[src/rtl/dslope_pkg.sv]
package dslope_pkg;
  // one-hot phase encoding; bit 0 zeroing, bit 1 integrate, bit 2 de-integrate
  typedef enum logic [2:0] {
    PH_ZERO  = 3'b001,
    PH_INTEG = 3'b010,
    PH_DEINT = 3'b100
  } phase_t;
endpackage

[src/rtl/dsq_clkdiv.sv]
module dsq_clkdiv #(
  parameter int DIV = 4
) (
  input  logic clk,
  input  logic rst_n,
  output logic tick
);
  localparam int DW = (DIV > 2) ? $clog2(DIV) : 1;
  localparam logic [DW-1:0] LAST = DW'(DIV - 1);

  logic [DW-1:0] div_q;

  always_ff @(posedge clk or negedge rst_n) begin
    if (!rst_n)            div_q <= '0;
    else if (div_q == LAST) div_q <= '0;
    else                   div_q <= div_q + 1'b1;
  end

  assign tick = (div_q == LAST);


  tick_gap_chk: assert property (@(posedge clk) disable iff (!rst_n)
    tick |=> !tick);
endmodule

[src/rtl/dsq_bcd_digit.sv]
module dsq_bcd_digit (
  input  logic       clk,
  input  logic       rst_n,
  input  logic       clr,
  input  logic       inc,
  output logic [3:0] digit,
  output logic       wrap
);
  always_ff @(posedge clk or negedge rst_n) begin
    if (!rst_n)   digit <= '0;
    else if (clr) digit <= '0;
    else if (inc) digit <= (digit == 4'd9) ? 4'd0 : digit + 4'd1;
  end

  assign wrap = inc && (digit == 4'd9);


  digit_range_chk: assert property (@(posedge clk) disable iff (!rst_n)
    digit <= 4'd9);
endmodule

[src/rtl/dsq_bcd_chain.sv]
module dsq_bcd_chain #(
  parameter int NDIG = 3
) (
  input  logic              clk,
  input  logic              rst_n,
  input  logic              clr,
  input  logic              inc,
  output logic [NDIG*4-1:0] digits,
  output logic              lead
);
  logic [NDIG:0] carry;
  assign carry[0] = inc;

  for (genvar g = 0; g < NDIG; g++) begin : g_dig
    dsq_bcd_digit u_dig (
      .clk   (clk),
      .rst_n (rst_n),
      .clr   (clr),
      .inc   (carry[g]),
      .digit (digits[g*4 +: 4]),
      .wrap  (carry[g+1])
    );
  end

  // leading position is a single bit that saturates
  always_ff @(posedge clk or negedge rst_n) begin
    if (!rst_n)           lead <= 1'b0;
    else if (clr)         lead <= 1'b0;
    else if (carry[NDIG]) lead <= 1'b1;
  end
endmodule

[src/rtl/dsq_phase_ctrl.sv]
module dsq_phase_ctrl
  import dslope_pkg::*;
#(
  parameter int CYCLE_CLKS = 4000,
  parameter int INT_CLKS   = 1000,
  parameter int DEINT_MAX  = 1999
) (
  input  logic   clk,
  input  logic   rst_n,
  input  logic   tick,
  input  logic   cmp_zero,
  input  logic   pol_in,
  output phase_t phase,
  output logic   cnt_clr,
  output logic   cnt_inc,
  output logic   done,
  output logic   sign,
  output logic   ovr
);
  localparam int CW = $clog2(CYCLE_CLKS + 1);
  localparam logic [CW-1:0] INT_LAST = CW'(INT_CLKS - 1);
  localparam logic [CW-1:0] ZMAX     = CW'(CYCLE_CLKS - INT_CLKS);
  localparam logic [CW-1:0] DMAX     = CW'(DEINT_MAX);
  localparam logic [CW-1:0] ZMIN     = CW'(CYCLE_CLKS - INT_CLKS - DEINT_MAX);

  logic [CW-1:0] cnt;
  logic [CW-1:0] zero_len;
  logic [CW-1:0] elapsed;

  assign elapsed = cnt + 1'b1;
  assign cnt_clr = tick && (phase == PH_INTEG) && (cnt == INT_LAST);
  assign cnt_inc = tick && (phase == PH_DEINT);

  always_ff @(posedge clk or negedge rst_n) begin
    if (!rst_n) begin
      phase    <= PH_ZERO;
      cnt      <= '0;
      zero_len <= ZMIN;
      done     <= 1'b0;
      sign     <= 1'b0;
      ovr      <= 1'b0;
    end else begin
      done <= 1'b0;
      if (tick) begin
        unique case (phase)
          PH_ZERO: begin
            if (elapsed == zero_len) begin
              phase <= PH_INTEG;
              cnt   <= '0;
            end else begin
              cnt <= elapsed;
            end
          end
          PH_INTEG: begin
            if (cnt == INT_LAST) begin
              sign <= pol_in;
              cnt  <= '0;
              if (cmp_zero) begin
                phase    <= PH_ZERO;
                zero_len <= ZMAX;
                ovr      <= 1'b0;
                done     <= 1'b1;
              end else begin
                phase <= PH_DEINT;
              end
            end else begin
              cnt <= elapsed;
            end
          end
          PH_DEINT: begin
            if (cmp_zero || (elapsed == DMAX)) begin
              phase    <= PH_ZERO;
              zero_len <= ZMAX - elapsed;
              ovr      <= !cmp_zero;
              done     <= 1'b1;
              cnt      <= '0;
            end else begin
              cnt <= elapsed;
            end
          end
          default: phase <= PH_ZERO;
        endcase
      end
    end
  end


  phase_hold_chk: assert property (@(posedge clk) disable iff (!rst_n)
    !tick |=> $stable(phase));

  onehot_chk: assert property (@(posedge clk) disable iff (!rst_n)
    $countones(phase) == 1);

  trip_end_chk: assert property (@(posedge clk) disable iff (!rst_n)
    (tick && phase == PH_DEINT && cmp_zero) |=> (phase == PH_ZERO));

  zero_len_chk: assert property (@(posedge clk) disable iff (!rst_n)
    (zero_len >= ZMIN) && (zero_len <= ZMAX));
endmodule

[src/rtl/dslope_seq.sv]
module dslope_seq
  import dslope_pkg::*;
#(
  parameter int OSC_DIV    = 4,
  parameter int CYCLE_CLKS = 4000,
  parameter int INT_CLKS   = 1000,
  parameter int DEINT_MAX  = 1999
) (
  input  logic       osc_clk,
  input  logic       rst_n,
  input  logic       cmp_zero,
  input  logic       pol_in,
  output logic       sw_zero,
  output logic       sw_integ,
  output logic       sw_deint,
  output logic [3:0] rd_units,
  output logic [3:0] rd_tens,
  output logic [3:0] rd_hund,
  output logic       rd_thou,
  output logic       rd_neg,
  output logic       rd_ovr
);
  localparam int NDIG = 3;
  localparam logic [3:0] MAX_U = 4'(DEINT_MAX % 10);
  localparam logic [3:0] MAX_T = 4'((DEINT_MAX / 10) % 10);
  localparam logic [3:0] MAX_H = 4'((DEINT_MAX / 100) % 10);
  localparam logic       MAX_K = (DEINT_MAX >= 1000);

  logic              tick;
  phase_t            phase;
  logic              cnt_clr, cnt_inc, done, sign, ovr;
  logic [NDIG*4-1:0] digits;
  logic              lead;

  dsq_clkdiv #(.DIV(OSC_DIV)) u_div (
    .clk   (osc_clk),
    .rst_n (rst_n),
    .tick  (tick)
  );

  dsq_phase_ctrl #(
    .CYCLE_CLKS (CYCLE_CLKS),
    .INT_CLKS   (INT_CLKS),
    .DEINT_MAX  (DEINT_MAX)
  ) u_ctrl (
    .clk      (osc_clk),
    .rst_n    (rst_n),
    .tick     (tick),
    .cmp_zero (cmp_zero),
    .pol_in   (pol_in),
    .phase    (phase),
    .cnt_clr  (cnt_clr),
    .cnt_inc  (cnt_inc),
    .done     (done),
    .sign     (sign),
    .ovr      (ovr)
  );

  dsq_bcd_chain #(.NDIG(NDIG)) u_cnt (
    .clk    (osc_clk),
    .rst_n  (rst_n),
    .clr    (cnt_clr),
    .inc    (cnt_inc),
    .digits (digits),
    .lead   (lead)
  );

  always_ff @(posedge osc_clk or negedge rst_n) begin
    if (!rst_n) begin
      rd_units <= '0;
      rd_tens  <= '0;
      rd_hund  <= '0;
      rd_thou  <= 1'b0;
      rd_neg   <= 1'b0;
      rd_ovr   <= 1'b0;
    end else if (done) begin
      rd_units <= digits[3:0];
      rd_tens  <= digits[7:4];
      rd_hund  <= digits[11:8];
      rd_thou  <= lead;
      rd_neg   <= sign;
      rd_ovr   <= ovr;
    end
  end

  assign sw_zero  = phase[0];
  assign sw_integ = phase[1];
  assign sw_deint = phase[2];


  rd_hold_chk: assert property (@(posedge osc_clk) disable iff (!rst_n)
    !done |=> $stable({rd_thou, rd_hund, rd_tens, rd_units, rd_neg, rd_ovr}));

  ovr_value_chk: assert property (@(posedge osc_clk) disable iff (!rst_n)
    rd_ovr |-> (rd_thou == MAX_K && rd_hund == MAX_H && rd_tens == MAX_T && rd_units == MAX_U));
endmodule

[config.mk]
export PLATFORM = sky130hd
export DESIGN_NAME = dslope_seq
export DESIGN_NICKNAME = d
export VERILOG_FILES = /design/src/rtl/dslope_pkg.sv /design/src/rtl/dsq_clkdiv.sv /design/src/rtl/dsq_bcd_digit.sv /design/src/rtl/dsq_bcd_chain.sv /design/src/rtl/dsq_phase_ctrl.sv /design/src/rtl/dslope_seq.sv
export SDC_FILE = /design/constraint.sdc
export NUM_CORES = 1
export LEC_CHECK = 0
export BUFFER_PORTS_ARGS = -buffer_cell sky130_fd_sc_hd__clkbuf_2
export CORE_UTILIZATION = 26
export CTS_BUF_LIST = sky130_fd_sc_hd__clkbuf_2 sky130_fd_sc_hd__clkbuf_4 sky130_fd_sc_hd__clkbuf_8
export CTS_CLUSTER_SIZE = 10
export DETAILED_ROUTE_END_ITERATION = 7
export GPL_ROUTABILITY_DRIVEN = 0
export PLACE_DENSITY_LB_ADDON = 0.25
export RECOVER_POWER = 25
export SKIP_CTS_REPAIR_TIMING = 1
export SYNTH_ARGS = -nofsm -noshare
export SYNTH_HDL_FRONTEND = slang
export SYNTH_HIERARCHICAL = 1
export SYNTH_SLANG_ARGS = --single-unit
[constraint.sdc]
create_clock -name osc_clk -period 2.5 [get_ports osc_clk]
set_clock_uncertainty 0.2 [all_clocks]
set_input_delay 0.25 -clock osc_clk [delete_from_list [all_inputs] [get_ports osc_clk]]
set_output_delay 0.25 -clock osc_clk [all_outputs]
set_load 0.02 [all_outputs]
==> results.yml, run 1 <==
sta:
  finalSetupViolCount: 13
  final_max_slew_viol_count: 25
  timing.hold.ws_ps: -12.78
  slew_headroom: -0.03664
  finalWorstSetupSlack_ps: -88.38
  hold_viol_final: 1
  fin_crit_ps: 2588
  fin_crit_sh: 1.035
  rsz0062_at_grt: "true"
  worst_slew_pin_slew_ps: 1555
  clock.fmax_mhz: 386.3
routing:
  vias_per_cell: 4.919
  drc: 0
  drt_first_pass_iters: 4
  ant_nets: 0
  drt-total-wl_mm: 10.73
  wl_per_cell_um: 15.84
  route.vias.total: 3330
  drt_iter0_markers: 149
finish:
  diodes: 0
  most-common-layout-cells: "buf_4 (71), dfrtp_1 (47), nand2_1 (34), nor2_1 (24), clkbuf_2 (22)"
  final_cells: 677
  fillerInstances: 1495
  drive_above_1_share: 0.3976
  area_growth_pct: 33.28
  final_common_cell: "buf_4"
  nets: 501
synth:
  synth_edf_count: 0
  async_flop_share: 1.000
  ys_types: 67
  synthesis.nets: 410
  yosysWarnings: 6
  yosysSeqAreaShare: 0.3899
  synth_area_um2: 3876
  syn_area_per_cell_um2: 9.764
  ys_seq_elements: 60
  synth_cells: 397
  ys.flop_type: "dfrtp_1"
critical_path:
  cpPeakStageDelay_ps: 430
  slowest_stage: "a2111oi_4"
  critPathMaxFanout: 3
  r2r_end: "u_ctrl/phase[0]"
  cp.required_ps: 2590
  r2r_start: "u_ctrl/cnt[0]"
  worstSetupPathType: "reg2reg"
  startpoint: "u_ctrl/cnt[0]"
  critical_path_arrival_ps: 2680
  rrSetupSlack_ps: -90
  crit_chain: "buf_6 -> inv_4 -> ha_4 -> xnor2_2 -> a211oi_2 -> o211ai_1 -> a2111oi_4 -> nand2_1 -> or3_4 -> o21a_1"
  endpoint_kind: "flop"
  setup.worst_path.end: "u_ctrl/phase[0]"
  startpoint_type: "flop"
  reg2regPathDepth: 10
clocking:
  clk_pin_slew_ps: 70
  cts_tree: "yes"
  cts_buffers: 9
  clkLatencyLatePin_ps: 360
  cts_htree_levels: 3
  clock_path_buffers: 2
  clock_sinks: 60
  root_buffer: "clkbuf_8"
global_routing:
  grt_max_degree: 37
  grt_pass1_vias: 3306
  grt_use_total: 0.1449
  grt_pass1_wl_mm: 16.64
  antenna_found_initial: 0
  overflow: 0
floorplan:
  die_y_um: 124.1
  coreArea_um2: 14530
  die_w_um: 124.1
  initial_utilization: 0.2667
  dieArea_um2: 15400
  ios: 22
  rows: 44
status:
  status: "finished, violations left"
  violations: "negative hold slack, max-capacitance violations, max-slew violations, negative setup slack"
power:
  power_density_nw_per_um2: 404.8
  leakagePower_nw: 2.221
  ir_worst_vdd_mv: 0.2622
  power_mw: 2.091
placed_design:
  portBuffers: 21
  dp.cells: 652
  hpwl_mm: 7.658
run:
  maxCapViolCount: 1
hold_path:
  min_path_type: "in2reg"
==> critical path: cells and delay by family (launching register included) <==
kind	cells	cell delay, ps
xor+xnor	1	130
compound gates	4	860
flops	1	410
fa+ha+maj	1	210
buf+inv	2	200
simple gates	2	510
==> layer usage <==
layer | track usage | routed length [um]
met3 | 0.03663 | 505
met2 | 0.2441 | 5258
met5 | 0 | 0
met1 | 0.1758 | 4803
met4 | 0.05655 | 159
==> registers in the layout, summed over array words and instances, names as in the netlist <==
| name | cells |
|---|---|
| u_ctrl/sign | 1 |
| u_cnt/g_dig.u_dig/digit | 12 |
| rd_thou | 1 |
| u_ctrl/zero_len | 12 |
| u_ctrl/cnt | 12 |
| rd_neg | 1 |
| rd_tens | 4 |
| rd_ovr | 1 |
| u_ctrl/done | 1 |
| rd_hund | 4 |
| rd_units | 4 |
| u_div/div_q | 2 |
| u_cnt/lead | 1 |
| u_ctrl/phase | 3 |
| u_ctrl/ovr | 1 |
==> cell usage after synthesis, types with 3 or more instances <==
master / instances / share of area
a21oi_1: 25 / 0.032
nor2_1: 26 / 0.025
o21ai_0: 20 / 0.026
nand3b_1: 11 / 0.021
clkbuf_1: 6 / 0.0058
a211o_1: 3 / 0.0068
dfstp_2: 8 / 0.054
nor3b_1: 5 / 0.0097
nand3_1: 8 / 0.010
dfrtp_1: 52 / 0.34
or4_1: 3 / 0.0058
a21oi_2: 3 / 0.0068
xnor3_1: 3 / 0.017
nand2_2: 3 / 0.0048
inv_1: 20 / 0.019
o21a_1: 6 / 0.012
o22ai_1: 9 / 0.015
mux2_2: 8 / 0.023
o22a_1: 7 / 0.016
and2_1: 4 / 0.0065
nand2_1: 34 / 0.033
ha_1: 9 / 0.029
a21boi_0: 3 / 0.0058
xor2_1: 10 / 0.023
nor3_1: 5 / 0.0065
buf_4: 3 / 0.0058
xnor2_1: 21 / 0.047
buf_2: 8 / 0.010
and4b_2: 3 / 0.0087
nand4_1: 6 / 0.0097
and3_1: 3 / 0.0048
or3_1: 3 / 0.0048
mux2_4: 10 / 0.039
==> how the worst min path moves through the flow <==
| stage | cells after the start | endpoint | start | slack, ps |
|---|---|---|---|---|
| global route | 2 | u_ctrl/ovr | cmp_zero | 0.1 |
| global placement | 2 | u_cnt/g_dig[0].u_dig/digit[1] | rst_n | 80 |
| finish | 2 | u_ctrl/ovr | cmp_zero | -10 |
| floorplan | 0 | rd_hund[0] | rst_n | -250 |
| CTS | 2 | u_cnt/g_dig[0].u_dig/digit[3] | rst_n | -300 |
| detailed placement | 2 | u_cnt/g_dig[0].u_dig/digit[0] | rst_n | 90 |
==> through the flow <==
stage / area, um2 / util / hold slack (ps) / worst slack [ps] / setup TNS (ps)
floorplan: 3887 / - / -245.6 / -53.83 / -148.6
global placement: 4639 / 0.3192 / 78.46 / -278.0 / -4469
detailed placement: 4639 / 0.3192 / 93.60 / -260.6 / -4953
CTS: 4882 / 0.3359 / -298.9 / -284.0 / -5865
global route: 5166 / 0.3555 / 0.1236 / -223.6 / -2703
finish: 5166 / 0.3555 / -12.78 / -88.38 / -813.5
==> power by group <==
group / internal, mW / switching [mW] / total, mW / leakage (nW)
sequential: 0.971 / 0 / 0.971 / 0.757
clock: 0.675 / 0.417 / 1.09 / 0.120
combinational: 0.00532 / 0.0234 / 0.0288 / 1.34
==> area by class of cell <==
class / count / area, um2 / share of cell area
Sequential cell: 60 / 1518 / 0.2938
Inverter: 20 / 77.57 / 0.01502
Clock buffer: 10 / 131.4 / 0.02543
Multi-Input combinational cell: 294 / 2344 / 0.4536
Clock inverter: 6 / 111.4 / 0.02155
Tap cell: 184 / 230.2 / 0.04456
Timing Repair Buffer: 103 / 754.5 / 0.1460
==> cell families (layout without fill, tap and decap cells) <==
logic type	count (synthesis)	count (layout)	share of synthesized area
simple gates	132	132	0.1969
compound gates	99	99	0.1737
flops	60	60	0.3899
buf+inv	43	139	0.05584
xor+xnor	34	34	0.08747
mux	20	20	0.06714
fa+ha+maj	9	9	0.02905
No activity file was read; power rests on OpenSTA's default activity.
==> inputs of run 2 (changes only) <==
--- a/config.mk
+++ b/config.mk
@@ -12,7 +12,7 @@
 export DETAILED_ROUTE_END_ITERATION = 7
 export GPL_ROUTABILITY_DRIVEN = 0
 export PLACE_DENSITY_LB_ADDON = 0.25
-export RECOVER_POWER = 25
+export RECOVER_POWER = 100
 export SKIP_CTS_REPAIR_TIMING = 1
 export SYNTH_ARGS = -nofsm -noshare
 export SYNTH_HDL_FRONTEND = slang
==> constraint.sdc (replaced) <==
create_clock -name osc_clk -period 2.5 [get_ports osc_clk]
set_clock_uncertainty 0.2 [all_clocks]
set_input_delay 0.5 -clock osc_clk [delete_from_list [all_inputs] [get_ports osc_clk]]
set_output_delay 0.5 -clock osc_clk [all_outputs]
set_load 0.02 [all_outputs]
==> results.yml, run 2 (synthesis results as in run 1) <==
floorplan:
  coreArea_um2: 14530
  rows: 44
  ios: 22
  die_y_um: 124.1
  die_w_um: 124.1
  dieArea_um2: 15400
  initial_utilization: 0.2667
clocking:
  clock_path_buffers: 2
  root_buffer: "clkbuf_8"
  cts_htree_levels: 3
  cts_tree: "yes"
  cts_buffers: 9
  clkLatencyLatePin_ps: 350
  clk_pin_slew_ps: 70
  clock_sinks: 60
finish:
  fillerInstances: 1477
  final_common_cell: "buf_4"
  area_growth_pct: 31.73
  reg_top3: "u_cnt/g_dig.u_dig/digit x12, u_ctrl/cnt x12, u_ctrl/zero_len x12"
  drive_above_1_share: 0.3374
  diodes: 0
  nets: 500
  design_area_um2: 5106
  most-common-layout-cells: "buf_4 (68), dfrtp_1 (49), nand2_1 (34), nor2_1 (25), a21oi_1 (23)"
global_routing:
  antenna_found_initial: 0
  gr-usage-met2: 0.2244
  grt_use_total: 0.1357
  grt_busiest_layer: "met2"
  grt_pass1_vias: 3051
  use_met1: 0.1731
  overflow: 0
  use_met3: 0.03068
  grt_max_degree: 34
  grt_pass1_wl_mm: 15.77
run:
  maxCapViolCount: 0
routing:
  vias_per_cell: 4.855
  ant_nets: 0
  route.vias.total: 3282
  drt_iter0_markers: 129
  wl_per_cell_um: 15.23
  drt-total-wl_mm: 10.30
  drc: 0
  drt_first_pass_iters: 4
power:
  leakagePower_nw: 2.169
  ir_worst_vdd_mv: 0.2609
  power_density_nw_per_um2: 410.7
sta:
  timing.hold.ws_ps: 168.0
  finalSetupViolCount: 12
  worst_slew_pin_slew_ps: 963.3
  fin_crit_ps: 2586
  hold_viol_final: 0
  final_max_slew_viol_count: 0
  slew_headroom: 0.3535
  finalWorstSetupSlack_ps: -85.92
  rsz0062_at_grt: "true"
  clock.fmax_mhz: 386.7
  fin_crit_sh: 1.034
status:
  status: "finished, violations left"
  violations: "negative setup slack"
critical_path:
  cp.required_ps: 2520
  startpoint_type: "flop"
  critPathMaxFanout: 8
  endpoint_kind: "flop"
  critical_path_arrival_ps: 2610
  worstSetupPathType: "reg2reg"
placed_design:
  postPlaceCellArea_um2: 4652
  hpwl_mm: 7.478
  dp_worst_setup_slack_ps: -229.2
  portBuffers: 21
hold_path:
  min_path_type: "in2reg"
## run 2: cell count changes in the layout (fill, tap and decap cells not counted), moves of 2 or more
cell | before | now
mux2_1 | 0 | 9
o22ai_2 | 0 | 2
o22ai_1 | 9 | 7
mux2_4 | 11 | 3
buf_4 | 71 | 68
dfrtp_2 | 5 | 3
clkbuf_2 | 22 | 6
dfrtp_1 | 47 | 49
a21oi_1 | 20 | 23
o21ai_1 | 6 | 4
a21oi_2 | 7 | 3
clkbuf_1 | 1 | 19
## run 2: cell type report
cell class / instances / area [um2] / share of cell area
clock buffers: 10 / 131.4 / 0.02573
clock inverters: 6 / 111.4 / 0.02181
inverters: 20 / 77.57 / 0.01519
multi-input cells: 294 / 2320 / 0.4543
flip-flops and latches: 60 / 1515 / 0.2967
well taps: 184 / 230.2 / 0.04509
repair buffers: 102 / 720.7 / 0.1411
## run 2: layer usage
| metal | part of all wire | up-vias |
|---|---|---|
| li1 | - | 1602 |
| met1 | 0.47 | 1602 |
| met2 | 0.48 | 62 |
| met3 | 0.031 | 16 |
| met4 | 0.019 | 0 |
| met5 | 0 | - |
## run 2: report_power, final
part / internal [mW] / switching, mW
Sequential: 0.971 / 0
Combinational: 0.00424 / 0.0226
Clock: 0.675 / 0.425
Total: 1.65 / 0.447
## run 2: critical path, cell delays in order (launching register included)
cell and delay [ps]:
dfrtp_1 410, buf_6 140, nand3_4 70, buf_8 140, nor4_4 280, xnor3_1 320, a2111oi_4 380, a21oi_4 150
nor2_4 250, a21oi_1 110
## run 2: per-stage QoR
step / power (mW) / utilization / instances / setup TNS (ps)
after floorplan: 0.9906 / - / 397 / -148.6
after global placement: 1.020 / 0.3201 / 652 / -4177
after detailed placement: 1.021 / 0.3201 / 652 / -4242
after CTS: 2.138 / 0.3368 / 668 / -4659
after global routing: 2.174 / 0.3513 / 676 / -2700
final: 2.097 / 0.3513 / 676 / -686.4
## run 2: final timing paths
| check | from | to | slack, ps | cells past startpoint |
|---|---|---|---|---|
| max | u_ctrl/cnt[0] | u_ctrl/cnt[6] | -90 | 9 |
| min reg2reg | u_div/div_q[0] | u_div/div_q[0] | 240 | 1 |
| min | pol_in | u_ctrl/sign | 170 | 3 |
| max in group asynchronous | rst_n | u_ctrl/cnt[3] | 240 | 3 |
| min in group asynchronous | rst_n | u_ctrl/zero_len[11] | 510 | 2 |
| max reg2reg | u_ctrl/cnt[0] | u_ctrl/cnt[6] | -90 | 9 |
